===== config.mk =====
export PLATFORM = sky130hd
export DESIGN_NAME = dma_req_arbiter
export DESIGN_NICKNAME = d
export VERILOG_FILES = /design/src/rtl/dma_arb_pkg.sv /design/src/rtl/sw_req_reg.sv /design/src/rtl/rot_pri_pick.sv /design/src/rtl/arb_ctrl.sv /design/src/rtl/dma_req_arbiter.sv
export SDC_FILE = /design/constraint.sdc
export NUM_CORES = 1
export LEC_CHECK = 0
export BUFFER_PORTS_ARGS = -buffer_cell sky130_fd_sc_hd__buf_2
export CORE_MARGIN = 1.5
export CORE_UTILIZATION = 44
export DETAILED_ROUTE_END_ITERATION = 12
export MAX_ROUTING_LAYER = met4
export PLACE_DENSITY = 0.76
export SYNTH_ARGS = -nofsm -noshare
export SYNTH_HDL_FRONTEND = slang
export SYNTH_SLANG_ARGS = --single-unit

===== constraint.sdc =====
create_clock -name clk -period 1.4 [get_ports clk]
set_clock_uncertainty 0.05 [all_clocks]
set_input_delay 0.14 -clock clk [delete_from_list [all_inputs] [get_ports clk]]
set_output_delay 0.14 -clock clk [all_outputs]
set_load 0.02 [all_outputs]

===== src/rtl/dma_arb_pkg.sv =====
package dma_arb_pkg;
    typedef enum logic [0:0] {
        ARB_IDLE = 1'b0,
        ARB_BUSY = 1'b1
    } arb_state_e;
endpackage


===== src/rtl/sw_req_reg.sv =====
module sw_req_reg #(
    parameter int NCH  = 4,
    parameter int CH_W = $clog2(NCH)
) (
    input  logic            clk,
    input  logic            rst_n,
    input  logic            wr,
    input  logic [CH_W:0]   wdata,
    input  logic            clr_en,
    input  logic [CH_W-1:0] clr_ch,
    output logic [NCH-1:0]  pend
);
    logic [CH_W-1:0] wr_ch;
    logic            wr_set;
    logic [NCH-1:0]  pend_d;

    assign wr_ch  = wdata[CH_W-1:0];
    assign wr_set = wdata[CH_W];

    // clear from the service first, CPU write applied last so it wins
    always_comb begin
        pend_d = pend;
        if (clr_en) pend_d[clr_ch] = 1'b0;
        if (wr)     pend_d[wr_ch]  = wr_set;
    end

    always_ff @(posedge clk) begin
        if (!rst_n) pend <= '0;
        else        pend <= pend_d;
    end

    assert_sw_write_R6: assert property (@(posedge clk) disable iff (!rst_n)
        wr |=> (pend[$past(wr_ch)] == $past(wr_set)));

    assert_sw_clear_R7: assert property (@(posedge clk) disable iff (!rst_n)
        (clr_en && !(wr && (wr_ch == clr_ch))) |=> !pend[$past(clr_ch)]);
endmodule


===== src/rtl/rot_pri_pick.sv =====
module rot_pri_pick #(
    parameter int NCH  = 4,
    parameter int CH_W = $clog2(NCH)
) (
    input  logic [NCH-1:0]  req,
    input  logic [CH_W-1:0] hi,
    output logic            any,
    output logic [CH_W-1:0] pick
);
    logic [CH_W-1:0] cand;

    // scan from lowest priority to highest; the last hit is the winner
    always_comb begin
        any  = |req;
        pick = hi;
        cand = hi;
        for (int k = NCH - 1; k >= 0; k--) begin
            cand = hi + CH_W'(k);
            if (req[cand]) pick = cand;
        end
    end
endmodule


===== src/rtl/arb_ctrl.sv =====
module arb_ctrl
    import dma_arb_pkg::*;
#(
    parameter int NCH  = 4,
    parameter int CH_W = $clog2(NCH)
) (
    input  logic            clk,
    input  logic            rst_n,
    input  logic            any,
    input  logic [CH_W-1:0] pick,
    input  logic            done,
    input  logic            eop,
    output logic            busy,
    output logic [CH_W-1:0] cur,
    output logic [CH_W-1:0] hi
);
    arb_state_e      state_q, state_d;
    logic [CH_W-1:0] cur_q, cur_d;
    logic [CH_W-1:0] hi_q, hi_d;
    logic            release_ev;

    assign release_ev = done || eop;

    always_ff @(posedge clk) begin
        if (!rst_n) begin
            state_q <= ARB_IDLE;
            cur_q   <= '0;
            hi_q    <= '0;
        end else begin
            state_q <= state_d;
            cur_q   <= cur_d;
            hi_q    <= hi_d;
        end
    end

    always_comb begin
        state_d = state_q;
        cur_d   = cur_q;
        hi_d    = hi_q;
        unique case (state_q)
            ARB_IDLE: begin
                if (any) begin
                    state_d = ARB_BUSY;
                    cur_d   = pick;
                end
            end
            ARB_BUSY: begin
                if (release_ev) begin
                    state_d = ARB_IDLE;
                    hi_d    = cur_q + 1'b1;
                end
            end
        endcase
    end

    always_comb begin
        busy = (state_q == ARB_BUSY);
        cur  = cur_q;
        hi   = hi_q;
    end

    assert_take_R3: assert property (@(posedge clk) disable iff (!rst_n)
        (!busy && any) |=> busy);

    assert_grant_hold_R3: assert property (@(posedge clk) disable iff (!rst_n)
        (busy && !release_ev) |=> (busy && $stable(cur_q)));

    assert_idle_gap_R8: assert property (@(posedge clk) disable iff (!rst_n)
        (busy && release_ev) |=> !busy);

    assert_rotate_R4: assert property (@(posedge clk) disable iff (!rst_n)
        (busy && release_ev) |=> (hi_q == $past(cur_q) + 1'b1));
endmodule


===== src/rtl/dma_req_arbiter.sv =====
module dma_req_arbiter #(
    parameter int NCH  = 4,
    parameter int CH_W = $clog2(NCH)
) (
    input  logic            clk,
    input  logic            rst_n,
    input  logic [NCH-1:0]  hw_req,
    input  logic [NCH-1:0]  blk_mode,
    input  logic            cpu_wr,
    input  logic [CH_W:0]   cpu_wdata,
    input  logic            svc_done,
    input  logic            svc_tc,
    input  logic            ext_eop,
    output logic [NCH-1:0]  gnt,
    output logic [CH_W-1:0] gnt_idx,
    output logic            gnt_vld,
    output logic [NCH-1:0]  sw_pend
);
    logic [NCH-1:0]  req_eff;
    logic            any;
    logic [CH_W-1:0] pick;
    logic            busy;
    logic [CH_W-1:0] cur;
    logic [CH_W-1:0] hi;

    for (genvar g = 0; g < NCH; g++) begin : g_ch
        assign req_eff[g] = hw_req[g] | (sw_pend[g] & blk_mode[g]);
        assign gnt[g]     = busy && (cur == CH_W'(g));
    end

    assign gnt_vld = busy;
    assign gnt_idx = busy ? cur : '0;

    sw_req_reg #(.NCH(NCH), .CH_W(CH_W)) u_swreq (
        .clk    (clk),
        .rst_n  (rst_n),
        .wr     (cpu_wr),
        .wdata  (cpu_wdata),
        .clr_en (busy && (svc_tc || ext_eop)),
        .clr_ch (cur),
        .pend   (sw_pend)
    );

    rot_pri_pick #(.NCH(NCH), .CH_W(CH_W)) u_pick (
        .req  (req_eff),
        .hi   (hi),
        .any  (any),
        .pick (pick)
    );

    arb_ctrl #(.NCH(NCH), .CH_W(CH_W)) u_ctrl (
        .clk   (clk),
        .rst_n (rst_n),
        .any   (any),
        .pick  (pick),
        .done  (svc_done),
        .eop   (ext_eop),
        .busy  (busy),
        .cur   (cur),
        .hi    (hi)
    );

    assert_gnt_onehot_R3: assert property (@(posedge clk) disable iff (!rst_n)
        $onehot0(gnt) && (gnt_vld == (|gnt)));

    assert_pick_req_R2: assert property (@(posedge clk) disable iff (!rst_n)
        (!busy && any) |-> req_eff[pick]);
endmodule


==> results.py <==
metrics = {
    "outcome": {
        "outcome": "finished clean",
    },
    "place": {
        "numPortBuffers": 27,
        "hpwl_um": 1210,
        "placed_area_sq_um": 752,
        "place_worst_setup_slack_ns": 0.0732,
        "gp_congestion": 0.866,
        "placed_cells": 117,
    },
    "die": {
        "fp.dieH_um": 39.8,
        "initial_utilization": 0.464,
        "core_sq_mm": 0.00128,
        "ios": 28,
        "core.rowCount": 13,
        "die-area_sq_mm": 0.00159,
        "chipWidth_um": 39.8,
    },
    "worst_setup_path": {
        "start_kind": "flop",
        "crit_type": "flop to primary output",
        "slowest_stage": "dfxtp_4",
        "end_kind": "primary output",
        "cp.required_ns": 1.21,
        "critical-path-max-stage-delay_ns": 0.37,
        "crit_buf_inv": 3,
        "cp_max_fo": 6,
        "crit_path_frequent_cell": "inv_1",
        "crit_family": "flip-flops",
        "critPathArrivalTime_ns": 1.17,
        "path_cells": "inv_1, ha_1, nand2_1, inv_1, buf_2",
    },
    "finish": {
        "finalInstanceArea_sq_um": 801,
        "drive_gt1_frac": 0.368,
        "instances_no_fill": 121,
        "num_antenna_cells": 0,
        "layout_common_cells": "buf_2 (26), nand2_1 (9), inv_1 (6), nor2_1 (6), dfxtp_1 (5)",
        "final_common_cell": "buf_2",
        "final_nets": 128,
        "area_growth_pct": 34.2,
    },
    "cts": {
        "root_buffer": "clkbuf_4",
        "cts-htree-levels": 1,
        "numCtsBuffers": 3,
        "cts_tree": "yes",
        "clock_latency_ns": 0.26,
        "hold_buffers": 0,
        "cts_setup_buffers": 0,
        "cts_sinks": 9,
        "clk_pin_slew_ns": 0.06,
        "cts_buffer_depth": 2,
    },
    "power_and_ir_drop": {
        "powerDensity_mw_per_mm2": 836,
        "ir_drop_uv": 485,
        "finalPower_uw": 670,
        "leakage_nw": 0.387,
    },
    "timing": {
        "fin_ws_ns": 0.0387,
        "holdWs_ns": 0.114,
        "max_slew_margin": 0.745,
        "worst_slew_pin_slew_ns": 0.382,
        "finalCriticalPeriod_ns": 1.36,
        "finalCritPeriodShare": 0.972,
        "final-hold-violation-count": 0,
        "max_freq_mhz": 735,
        "rsz0062_at_grt": "true",
        "drv_slew": 0,
        "setup_viol": 0,
    },
    "route": {
        "drcViolationCount": 0,
        "via_count": 653,
        "dr.pass1.iters": 4,
        "ant_nets": 0,
        "wl_um": 1600,
        "vias_per_cell": 5.40,
        "drtIter0Drc": 16,
        "wire_per_inst_um": 13.3,
    },
    "logic_synthesis": {
        "synth_compound_area_frac": 0.302,
        "avgSynthCellArea_sq_um": 7.85,
        "ys_types": 27,
        "yosysTopAreaCellShare": 0.302,
        "synth_fa_ha_area_frac": 0.0839,
        "synth_ff_type": "dfxtp_1",
        "synth_fp_nets": 97,
        "ys_warn_count": 0,
        "synth_area_leaders": "dfxtp_1 (30%), ha_1 (8.4%), nand2_1 (5.7%)",
        "synth_mux_area_frac": 0.0168,
        "synthXorXnorAreaFrac": 0,
        "syn-cell-area_sq_um": 597,
        "synth_top_family_by_area": "compound AO/OA/AOI/OAI gates",
        "ys_seq_area_frac": 0.302,
        "ys_seq_elements": 9,
        "synthArstFlopShare": 0,
        "syn_inst": 76,
        "synth_enable_flop_cells": 0,
        "synth_simple_gate_area_frac": 0.245,
        "yosysTopAreaCell": "dfxtp_1",
    },
    "grt": {
        "antenna_found_initial": 0,
        "gr-usage-all-layers": 0.245,
        "grt_pass1_wl_um": 2480,
        "grt-ovfl-total": 0,
        "grt_pass1_vias": 585,
        "grt_max_degree": 11,
    },
    "min_path": {
        "hold_path_class": "primary input to flop",
    },
    "flow_run": {
        "cap_violations": 0,
    },
}
-- area by class of cell --
type                    count  area [sq um]
clock buffers               4          26.3
well taps                  15          18.8
inverters                   6          22.5
flip-flops and latches      9           190
multi-input cells          59           398
repair buffers             28           145
fillers                   123           484
-- per-layer routing --
| layer | global-route usage | wire length (um) | up-vias |
|---|---|---|---|
| met1 | 0.270 | 692 | 297 |
| met4 | 0.0517 | 15 | 0 |
| li1 | - | - | 332 |
| met5 | - | 0 | - |
| met2 | 0.430 | 813 | 22 |
| met3 | 0.0739 | 82 | 2 |
-- logic make-up after synthesis --
logic type               Yosys count
AND/OR/NAND/NOR                   29
AO/OA/AOI/OAI                     25
flip-flops                         9
buffers and inverters              8
adder cells (fa/ha/maj)            4
multiplexers                       1
-- synthesized netlist by cell type (2+ instances only) --
library cell	instances
dfxtp_1	9
nand2_1	9
inv_1	6
nor2_1	6
a21boi_1	4
a21oi_1	4
ha_1	4
nor2b_1	4
and2_1	3
o221ai_1	3
a21oi_2	2
clkbuf_1	2
nand3_1	2
nand3b_1	2
o211ai_1	2
o21ai_0	2
o21ai_1	2
-- registers in the layout (all words and copies together), names as in the netlist --
signal and cells:
u_swreq.pend 4, u_ctrl.hi 2, u_ctrl.busy 1, u_ctrl.cur 2
-- worst paths after layout --
kind	startpoint	to	slack, ns	cells after the start
setup reg to reg	u_swreq.pend[2]	u_ctrl.cur[0]	0.10	4
hold reg to reg	u_swreq.pend[2]	u_swreq.pend[2]	0.46	2
setup / recovery	u_ctrl.cur[0]	gnt[0]	0.04	5
hold / removal	cpu_wdata[2]	u_swreq.pend[2]	0.11	3
-- what timing repair did --
item,CTS,global route
pin swaps,0,0
endpoints found under the setup margin,3,6
resized for setup,2,6
-- per-stage QoR --
| stage | setup TNS [ns] | utilization |
|---|---|---|
| 6_report | 0 | 0.623 |
| 5_1_grt | -0.0557 | 0.623 |
| 4_1_cts | 0 | 0.608 |
| 3_5_place_dp | 0 | 0.585 |
| 3_3_place_gp | 0 | 0.585 |
| 2_1_floorplan | 0 | - |
-- where the power goes --
| group | switching [mW] | internal (mW) | total, mW |
|---|---|---|---|
| combinational | 0.0999 | 0.0755 | 0.175 |
| clock | 0.0876 | 0.110 | 0.197 |
| sequential | 0.0224 | 0.275 | 0.297 |
| total | 0.210 | 0.460 | 0.670 |
-- worst register-to-register path, cell delays in order, from the launching register on --
cell and delay, ns:
dfxtp_2 0.34, a21oi_2 0.09, or3b_1 0.39, o2111a_1 0.14, a31o_1 0.20
(Power assumes the default switching activity.)
